**src/rtl/crcreg_pkg.sv**
```systemverilog
package crcreg_pkg;

  // Command byte layout: register address in the low bits, length-1 above it.
  localparam int CMD_AW    = 6;
  localparam int LEN_W     = 2;
  localparam int MAX_BURST = 1 << LEN_W;
  localparam int NREGS     = 1 << CMD_AW;
  // Index runs 0..MAX_BURST+1 on reads (data, CRC, then saturated).
  localparam int IDX_W     = $clog2(MAX_BURST + 2);
  localparam logic [7:0] CRC_POLY = 8'h07;

  typedef enum logic [2:0] {
    FS_IDLE,   // waiting for an address byte after start
    FS_SKIP,   // addressed to someone else
    FS_CMD,    // write-addressed, expecting command byte
    FS_DATA,   // collecting write data
    FS_CRC,    // expecting CRC byte
    FS_DUMMY,  // expecting dummy byte (commit point)
    FS_OVER,   // frame complete, further bytes are a length error
    FS_READ    // streaming data / CRC / filler
  } fstate_e;

  function automatic logic [7:0] crc8_step(input logic [7:0] crc, input logic [7:0] din);
    logic [7:0] c;
    c = crc ^ din;
    for (int b = 0; b < 8; b++) begin
      c = {c[6:0], 1'b0} ^ (c[7] ? CRC_POLY : 8'h00);
    end
    return c;
  endfunction

endpackage

```
**src/rtl/crcreg_regfile.sv**
```systemverilog
module crcreg_regfile
  import crcreg_pkg::*;
(
  input  logic                       clk,
  input  logic                       rst_n,
  input  logic                       wr_en,
  input  logic [CMD_AW-1:0]          wr_base,
  input  logic [LEN_W-1:0]           wr_cnt,
  input  logic [MAX_BURST-1:0][7:0]  wr_data,
  input  logic [CMD_AW-1:0]          rd_addr,
  output logic [7:0]                 rd_data
);

  logic [NREGS-1:0][7:0]   mem_q;
  logic [NREGS-1:0][7:0]   mem_d;
  logic [CMD_AW-1:0]       lane_addr [MAX_BURST];
  logic [MAX_BURST-1:0]    lane_en;

  // One write lane per burst position; address wraps by truncation.
  for (genvar k = 0; k < MAX_BURST; k++) begin : g_lane
    assign lane_addr[k] = wr_base + CMD_AW'(k);
    assign lane_en[k]   = wr_en && (LEN_W'(k) <= wr_cnt);
  end

  always_comb begin
    mem_d = mem_q;
    for (int k = 0; k < MAX_BURST; k++) begin
      if (lane_en[k]) mem_d[lane_addr[k]] = wr_data[k];
    end
  end

  always_ff @(posedge clk or negedge rst_n) begin
    if (!rst_n) begin
      mem_q <= '0;
    end else if (wr_en) begin
      mem_q <= mem_d;
    end
  end

  assign rd_data = mem_q[rd_addr];

  AST_MEM_HOLD: assert property (@(posedge clk) disable iff (!rst_n)
    !wr_en |=> $stable(mem_q));

endmodule

```
**src/rtl/crcreg_frame.sv**
```systemverilog
module crcreg_frame
  import crcreg_pkg::*;
#(
  parameter logic [6:0] DEV_ADDR = 7'h34
) (
  input  logic                       clk,
  input  logic                       rst_n,
  input  logic                       bus_start,
  input  logic                       bus_stop,
  input  logic                       addr_vld,
  input  logic [7:0]                 addr_byte,
  input  logic                       rx_vld,
  input  logic [7:0]                 rx_byte,
  input  logic                       tx_req,
  input  logic                       err_clr,
  input  logic [7:0]                 rd_data,
  output logic                       wr_en,
  output logic [CMD_AW-1:0]          wr_base,
  output logic [LEN_W-1:0]           wr_cnt,
  output logic [MAX_BURST-1:0][7:0]  wr_data,
  output logic [CMD_AW-1:0]          rd_addr,
  output logic [7:0]                 tx_byte,
  output logic                       addr_hit,
  output logic                       err_flag
);

  fstate_e                   state_q, state_d;
  logic [7:0]                cmd_q, cmd_d;
  logic [IDX_W-1:0]          cnt_q, cnt_d;
  logic [7:0]                crc_q, crc_d;
  logic                      ok_q, ok_d;
  logic                      err_q, err_d;
  logic [MAX_BURST-1:0][7:0] stage_q, stage_d;
  logic                      stage_we;
  logic                      err_set;
  logic                      commit;
  logic                      dev_match;
  logic                      pending;
  logic [LEN_W-1:0]          len_m1;
  logic [IDX_W-1:0]          len;

  assign len_m1    = cmd_q[CMD_AW +: LEN_W];
  assign len       = IDX_W'(len_m1) + IDX_W'(1);
  assign dev_match = (addr_byte[7:1] == DEV_ADDR);
  assign addr_hit  = addr_vld && (state_q == FS_IDLE) && dev_match;
  assign pending   = ((state_q == FS_DATA) && (cnt_q != '0)) ||
                     (state_q == FS_CRC) || (state_q == FS_DUMMY);

  always_comb begin
    state_d  = state_q;
    cmd_d    = cmd_q;
    cnt_d    = cnt_q;
    crc_d    = crc_q;
    ok_d     = ok_q;
    stage_d  = stage_q;
    stage_we = 1'b0;
    err_set  = 1'b0;
    commit   = 1'b0;
    if (bus_start || bus_stop) begin
      if (pending) err_set = 1'b1;
      state_d = FS_IDLE;
    end else begin
      unique case (state_q)
        FS_IDLE: if (addr_vld) begin
          cnt_d = '0;
          if (!dev_match) begin
            state_d = FS_SKIP;
          end else if (addr_byte[0]) begin
            state_d = FS_READ;
            crc_d   = crc8_step(crc8_step(8'h00, addr_byte), cmd_q);
          end else begin
            state_d = FS_CMD;
            crc_d   = crc8_step(8'h00, addr_byte);
          end
        end
        FS_CMD: if (rx_vld) begin
          cmd_d   = rx_byte;
          crc_d   = crc8_step(crc_q, rx_byte);
          cnt_d   = '0;
          state_d = FS_DATA;
        end
        FS_DATA: if (rx_vld) begin
          stage_we = 1'b1;
          stage_d[cnt_q[LEN_W-1:0]] = rx_byte;
          crc_d = crc8_step(crc_q, rx_byte);
          cnt_d = cnt_q + IDX_W'(1);
          if (cnt_q == IDX_W'(len_m1)) state_d = FS_CRC;
        end
        FS_CRC: if (rx_vld) begin
          ok_d = (rx_byte == crc_q);
          if (rx_byte != crc_q) err_set = 1'b1;
          state_d = FS_DUMMY;
        end
        FS_DUMMY: if (rx_vld) begin
          commit  = ok_q;
          state_d = FS_OVER;
        end
        FS_OVER: if (rx_vld) err_set = 1'b1;
        FS_READ: if (tx_req && (cnt_q <= len)) begin
          if (cnt_q < len) crc_d = crc8_step(crc_q, rd_data);
          cnt_d = cnt_q + IDX_W'(1);
        end
        default: state_d = FS_IDLE;
      endcase
    end
    if (err_set)      err_d = 1'b1;
    else if (err_clr) err_d = 1'b0;
    else              err_d = err_q;
  end

  always_ff @(posedge clk or negedge rst_n) begin
    if (!rst_n) begin
      state_q <= FS_IDLE;
      cmd_q   <= '0;
      cnt_q   <= '0;
      crc_q   <= '0;
      ok_q    <= 1'b0;
      err_q   <= 1'b0;
    end else begin
      state_q <= state_d;
      cmd_q   <= cmd_d;
      cnt_q   <= cnt_d;
      crc_q   <= crc_d;
      ok_q    <= ok_d;
      err_q   <= err_d;
    end
  end

  always_ff @(posedge clk or negedge rst_n) begin
    if (!rst_n) begin
      stage_q <= '0;
    end else if (stage_we) begin
      stage_q <= stage_d;
    end
  end

  assign wr_en    = commit;
  assign wr_base  = cmd_q[CMD_AW-1:0];
  assign wr_cnt   = len_m1;
  assign wr_data  = stage_q;
  assign rd_addr  = cmd_q[CMD_AW-1:0] + CMD_AW'(cnt_q);
  assign err_flag = err_q;

  always_comb begin
    tx_byte = 8'hFF;
    if (state_q == FS_READ) begin
      if (cnt_q < len)       tx_byte = rd_data;
      else if (cnt_q == len) tx_byte = crc_q;
    end
  end

  AST_ERR_STICKY: assert property (@(posedge clk) disable iff (!rst_n)
    (err_q && !err_clr) |=> err_q);
  AST_CRC_FAIL_FLAGS: assert property (@(posedge clk) disable iff (!rst_n)
    (rx_vld && !bus_start && !bus_stop && state_q == FS_CRC && rx_byte != crc_q) |=> err_q);
  AST_ABORT_NO_COMMIT: assert property (@(posedge clk) disable iff (!rst_n)
    (bus_start || bus_stop) |-> !wr_en);
  AST_IDX_BOUND: assert property (@(posedge clk) disable iff (!rst_n)
    cnt_q <= len + IDX_W'(1));
  AST_SKIP_QUIET: assert property (@(posedge clk) disable iff (!rst_n)
    (state_q == FS_SKIP) |-> !wr_en);

endmodule

```
**src/rtl/crc_i2c_regtarget.sv**
```systemverilog
module crc_i2c_regtarget
  import crcreg_pkg::*;
#(
  parameter logic [6:0] DEV_ADDR = 7'h34
) (
  input  logic       clk,
  input  logic       rst_n,
  input  logic       bus_start,
  input  logic       bus_stop,
  input  logic       addr_vld,
  input  logic [7:0] addr_byte,
  input  logic       rx_vld,
  input  logic [7:0] rx_byte,
  input  logic       tx_req,
  output logic [7:0] tx_byte,
  output logic       addr_hit,
  input  logic       err_clr,
  output logic       err_flag
);

  logic                      wr_en;
  logic [CMD_AW-1:0]         wr_base;
  logic [LEN_W-1:0]          wr_cnt;
  logic [MAX_BURST-1:0][7:0] wr_data;
  logic [CMD_AW-1:0]         rd_addr;
  logic [7:0]                rd_data;

  crcreg_frame #(.DEV_ADDR(DEV_ADDR)) u_frame (
    .clk       (clk),
    .rst_n     (rst_n),
    .bus_start (bus_start),
    .bus_stop  (bus_stop),
    .addr_vld  (addr_vld),
    .addr_byte (addr_byte),
    .rx_vld    (rx_vld),
    .rx_byte   (rx_byte),
    .tx_req    (tx_req),
    .err_clr   (err_clr),
    .rd_data   (rd_data),
    .wr_en     (wr_en),
    .wr_base   (wr_base),
    .wr_cnt    (wr_cnt),
    .wr_data   (wr_data),
    .rd_addr   (rd_addr),
    .tx_byte   (tx_byte),
    .addr_hit  (addr_hit),
    .err_flag  (err_flag)
  );

  crcreg_regfile u_regs (
    .clk     (clk),
    .rst_n   (rst_n),
    .wr_en   (wr_en),
    .wr_base (wr_base),
    .wr_cnt  (wr_cnt),
    .wr_data (wr_data),
    .rd_addr (rd_addr),
    .rd_data (rd_data)
  );

endmodule

```
**config.mk**
```make
export PLATFORM = sky130hd
export DESIGN_NAME = crc_i2c_regtarget
export DESIGN_NICKNAME = d
export VERILOG_FILES = /design/src/rtl/crcreg_pkg.sv /design/src/rtl/crcreg_regfile.sv /design/src/rtl/crcreg_frame.sv /design/src/rtl/crc_i2c_regtarget.sv
export SDC_FILE = /design/constraint.sdc
export NUM_CORES = 2
export LEC_CHECK = 0
export BUFFER_PORTS_ARGS = -buffer_cell sky130_fd_sc_hd__buf_2
export CORE_UTILIZATION = 25
export DETAILED_ROUTE_END_ITERATION = 8
export GPL_TIMING_DRIVEN = 1
export MAX_ROUTING_LAYER = met4
export SYNTH_ARGS = -nofsm -noshare
export SYNTH_HDL_FRONTEND = slang
export SYNTH_HIERARCHICAL = 1
export SYNTH_SLANG_ARGS = --single-unit
```
**constraint.sdc**
```tcl
create_clock -name clk -period 12.48 [get_ports clk]
set_input_delay 2.496 -clock clk [delete_from_list [all_inputs] [get_ports clk]]
set_output_delay 2.496 -clock clk [all_outputs]
set_load 0.05 [all_outputs]
```
# After elaboration in Yosys (flattened, before gate mapping)
# Index checks and enable logic that the tools add are counted.
# totals
elab_cells	278
inputBits	24
rom_bits	0
latch_bits	0
n_memories	0
mem_bits_rw	0
regBits	568
out_inout_bits	10
# op_classes
shifts	0
magnitude_cmp	17
n_eq_ne	25
n_addsub	6
n_bitwise	36
n_reduce_logical	29
muxes	91
n_div	0
multipliers	0
# op_table
cell	count
$bwmux 512	4
$mux 512	4
$xor 8x8->8	35
$demux 8 s6	4
$mux 3	45
$mux 8	15
$bmux 8 s6	1
$lt 6x7->1 const B	5
$bwmux 32	1
$ge 6x1->1 const B	4
$pmux 8 s3	1
$pmux 3 s6	1
$demux 8 s2	1
$ne 3x3->1 const B	5
$reduce_and 7->1	2
$logic_and 1x1->1	13
$add 6x2->6 const B	2
$eq 3x3->1 const B	4
$mux 1	12
$pmux 3 s4	1
$ne 2x1->1 const B	5
$eq 8x8->1	1
$ne 8x8->1	1
$eq 7x6->1 const B	1
26 further kinds	36

# Depth between registers and ports, before layout
# depth
depth_word	37
depth_mapped	18
ltp_nobuf	16

# Hierarchy
# The synthesis kept the hierarchy.
# modules_own_cells
mod	area_per_inst_um2	seq_area_each_um2	n_inst	cells_per_inst
crcreg_regfile	42135.4	12812.3	1	5080
crcreg_frame	3886.2	1401.3	1	367

# Worst setup path before layout
# No wires, ideal clock.
# synth_timing
kind	input -> output
start	in addr_byte[2]
end	out addr_hit
arrival_ps	4083
path_slack_ps	5901
stages	6
t_required_ps	9984
path_cell_list	buf_2 -> nor2_1 -> nand3_1 -> nor2_1 -> nand2_1 -> nor3_1
# synth_via
elab_chain_len	2
# synth_rtl
item	line	source
start, declared	crc_i2c_regtarget.sv:11	input logic [7:0] addr_byte,
$eq 7x6->1	crcreg_frame.sv:44	assign dev_match = (addr_byte[7:1] == DEV_ADDR);
$logic_and 1x1->1	crcreg_frame.sv:45	assign addr_hit = addr_vld && (state_q == FS_IDLE) && dev_match;
end, declared	crc_i2c_regtarget.sv:16	output logic addr_hit,
# Every way passes these cells.

# Final worst setup path
# layout_timing
start	reg u_frame.cnt_q[0]
end	out tx_byte[6]
# layout_via
elab_chain_len	5
# layout_rtl
item	line	source
start, declared	crcreg_frame.sv:29	logic [IDX_W-1:0] cnt_q, cnt_d;
start signal, assigned	crcreg_frame.sv:122	cnt_q <= cnt_d;
$add 6x3->6	crcreg_frame.sv:141	assign rd_addr = cmd_q[CMD_AW-1:0] + CMD_AW'(cnt_q);
net rd_addr[1]	crc_i2c_regtarget.sv:25	logic [CMD_AW-1:0] rd_addr;
$bmux 8 s6	crcreg_regfile.sv:40	assign rd_data = mem_q[rd_addr];
$mux 8 (not written as such)	crcreg_regfile.sv:40	
net rd_data[6]	crc_i2c_regtarget.sv:26	logic [7:0] rd_data;
$mux 8	crcreg_frame.sv:147	if (cnt_q < len) tx_byte = rd_data;
$mux 8	crcreg_frame.sv:146	if (state_q == FS_READ) begin
end, declared	crc_i2c_regtarget.sv:15	output logic [7:0] tx_byte,
# The timed path passes the listed nets, and every way through them passes these cells. The select of a mux whose other input is x is not followed.

==> run metrics <==
io pins 34; Slew Limit Fails 53; hold_ws 0.539 ns; Starting Density 25.2%; vias 52.8k; CTS max path bufs 3; synth-to-layout area growth 11.2%; crit end category output pin; GR Util All Layers 28.3%; FF-to-FF End u_frame/crc_q[1]$_DFFE_PN0P_; WL per Instance 34.7 um; area share of fa/ha/maj cells after synthesis 0.533%; internal power 3480 uW; Final Setup Violations 0; slowest cell delay on critical path 0.88 ns; crit path max fanout 64; largest net degree at the start of global routing 147; leak pwr 0.0192 uW; H-tree Lvls 3; drc violations 7; setup_tns 0 ns; worst hold path type reg -> reg; final period utilization 69.8%; non-filler cells, final 7686; largest family of logic cells by synthesized area compound AO/OA/AOI/OAI gates; number of setup buffers added after CTS 0; Final #Nets 5175; synth unique cells 104; run status finished with violations; final RePlAce weighted congestion 1.06; remaining global-route overflow 0; CTS Sinks 568; switch share 25.1%; Die X 431 um; CTS tree yes; die height 431 um; R2R Setup Slk 5.82 ns; share of the synthesized area in the top cell type 30.9%; Max Clock Freq 115 MHz; Syn Area/Cell 8.45 um^2; Reg2Reg Depth 17; Flop pwr share 40.2%; top cell type by total area after synthesis dfrtp_1; RSZ-0062 raised after global routing false; DIE AREA 186000 um^2; layout cells sized above 1 14.1%; CP Class reg -> out; most frequent cells in the layout nand2_1, dfrtp_1, o22ai_1; failing checks design-rule violations, max-capacitance violations, max-slew violations; register area share after synthesis 30.9%; Root Buffer clkbuf_16; largest cells by area after synthesis dfrtp_1, mux4_2, nand2_1; hpwl dp 167000 um; crit path DAT 6.22 ns; Comb power frac 5.7%; ys flop type dfrtp_1; synthesized-area fraction occupied by and/or/nand/nor cells 17.5%; Tightest Pin Transition 1.56 ns; Core Box Area 183000 um^2; Post-synth ARST share 100%; Clock power frac 54.1%; final hold vios 0; vias per std cell 6.87; Synth Warn # 6; clock buffer count from CTS 77; Post-CTS Hold Buffers 0; xor/xnor share of the synthesized area 2.17%; CP required 9.98 ns; DRT Wirelength 267000 um; hold wc startpoint u_frame/ok_q$_DFFE_PN0P_; Synth Instances 5447; CP endpoint tx_byte[6]; relative max-transition margin -4.15%; Cell Pwr Density 90.6 nW/um^2; clock skew 0.0345 ns; crit start category register; clock slew at reported path FFs 0.06 ns; Worst Setup SP u_frame/cnt_q[0]$_DFFE_PN0P_; worst skew pair latency 0.69 ns; Critical R2R Launch u_frame/cnt_q[0]$_DFFE_PN0P_; sw power 1160 uW; drt first pass iters 9; CP cell instances ha_4 -> inv_1 -> fa_1 -> inv_4 -> buf_4 -> buf_4 -> mux4_2 -> mux4_2 -> mux2_2 -> nand2_1 -> o21ai_0 -> o22a_1 -> buf_2; synthesized net count 5490; Tmin final 8.71 ns; Core Rows 157; fin util 28.0%; IO buf count 33; placed insts 7516; Compound-Gate Fraction of Synth Area 26.6%; initial antenna violation count 20; Post-CTS Resized 0; ANT nets after route 0; Post-synth EDFFs 0; vias in the first global route 48.3k; mapped cell area 46000 um^2; Worst VDD drop 0.0000909 V; first-pass GRT wire length 374000 um; slowest stage cell on the critical path buf_4; initial drt markers 10.5k; FF+latch count, synth 568; commonest non-fill, non-tap cell in the layout nand2_1; post-synthesis mux area share 17.2%; Max Cap Violations 2
## stage by stage
stage / cell area (um^2) / total power [uW] / setup WS, ns
after floorplan: 46000 / 2060 / 5.90
after CTS: 51100 / 4620 / 4.04
after global placement: 48300 / 2160 / 4.79
after global routing: 51200 / 4720 / 3.86
after detailed placement: 48400 / 2160 / 4.74
final: 51200 / 4640 / 3.77
## registers in the layout (all words and copies together) (netlist names)
| name | count |
|---|---|
| u_frame/wr_data | 32 |
| u_frame/state_q | 3 |
| u_regs/mem_q | 512 |
| u_frame/crc_q | 8 |
| u_frame/ok_q | 1 |
| u_frame/cnt_q | 3 |
| u_frame/err_flag | 1 |
| u_frame/cmd_q | 8 |
## worst max-delay path: cells and delay by family (launching register included)
| kind | cells | cell delay (ns) |
|---|---|---|
| and+or+nand+nor | 1 | 0.07 |
| DFF | 1 | 0.48 |
| adders and majority gates | 2 | 0.68 |
| AOI/OAI and AO/OA | 2 | 0.76 |
| muxes | 3 | 1.33 |
| buffers and inverters | 5 | 2.08 |
## power groups by stage
| stage | logic, uW | registers [uW] | clock network [uW] |
|---|---|---|---|
| 4_1_cts | 261 | 1870 | 2490 |
| 3_3_place_gp | 258 | 1900 | 0 |
| 2_1_floorplan | 169 | 1890 | 0 |
| 6_report | 263 | 1870 | 2510 |
| 5_1_grt | 285 | 1870 | 2570 |
| 3_5_place_dp | 260 | 1900 | 0 |
## metal layers
| metal | global-route usage [%] | wire length (um) |
|---|---|---|
| met5 | - | 0 |
| met4 | 20.3 | 24300 |
| met3 | 13.4 | 47100 |
| met2 | 36.7 | 103000 |
| met1 | 33.7 | 92900 |
## cells in the mapped netlist (23+ instances only)
master      n
mux4_2    160
a21oi_1   138
o22ai_1   484
o21ai_0   111
a211oi_1   33
nand2b_1   46
clkbuf_1  432
nor2_1    333
mux2i_1   257
dfrtp_1   568
buf_2      79
nand3_1   301
mux2_1     27
o211ai_1  240
a22oi_1    23
buf_1      27
o311ai_0   27
a211o_1    40
nor3_1     49
a221o_1    81
a31oi_1   423
nand2_1   931
a221oi_1   40
mux2_2    128
xnor2_1    58
## worst min path at each step
stage | end | slack (ns) | cells past startpoint
global route | u_frame/ok_q$_DFFE_PN0P_ | 0.58 | 2
finish | u_frame/ok_q$_DFFE_PN0P_ | 0.54 | 2
CTS | u_frame/ok_q$_DFFE_PN0P_ | 0.53 | 2
global placement | u_frame/ok_q$_DFFE_PN0P_ | 0.51 | 2
floorplan | u_frame/wr_data[12]$_DFFE_PN0P_ | 0.46 | 1
detailed placement | u_frame/ok_q$_DFFE_PN0P_ | 0.51 | 2
## cells by family after synthesis
| kind of cell | after synthesis |
|---|---|
| compound gates | 1789 |
| xor+xnor | 93 |
| fa+ha+maj | 19 |
| buf+inv | 580 |
| flops | 568 |
| mux | 572 |
| simple gates | 1826 |
## area by class of cell
| class | count | area, um^2 |
|---|---|---|
| multi-input combinational | 4299 | 29700 |
| antenna | 32 | 80.1 |
| clock buffer | 108 | 2250 |
| clock inverter | 29 | 488 |
| tap | 2464 | 3080 |
| sequential | 568 | 14300 |
| fill | 19200 | 132000 |
| inverter | 21 | 81.3 |
| timing repair buffer | 165 | 1220 |
(Power assumes the default switching activity.)
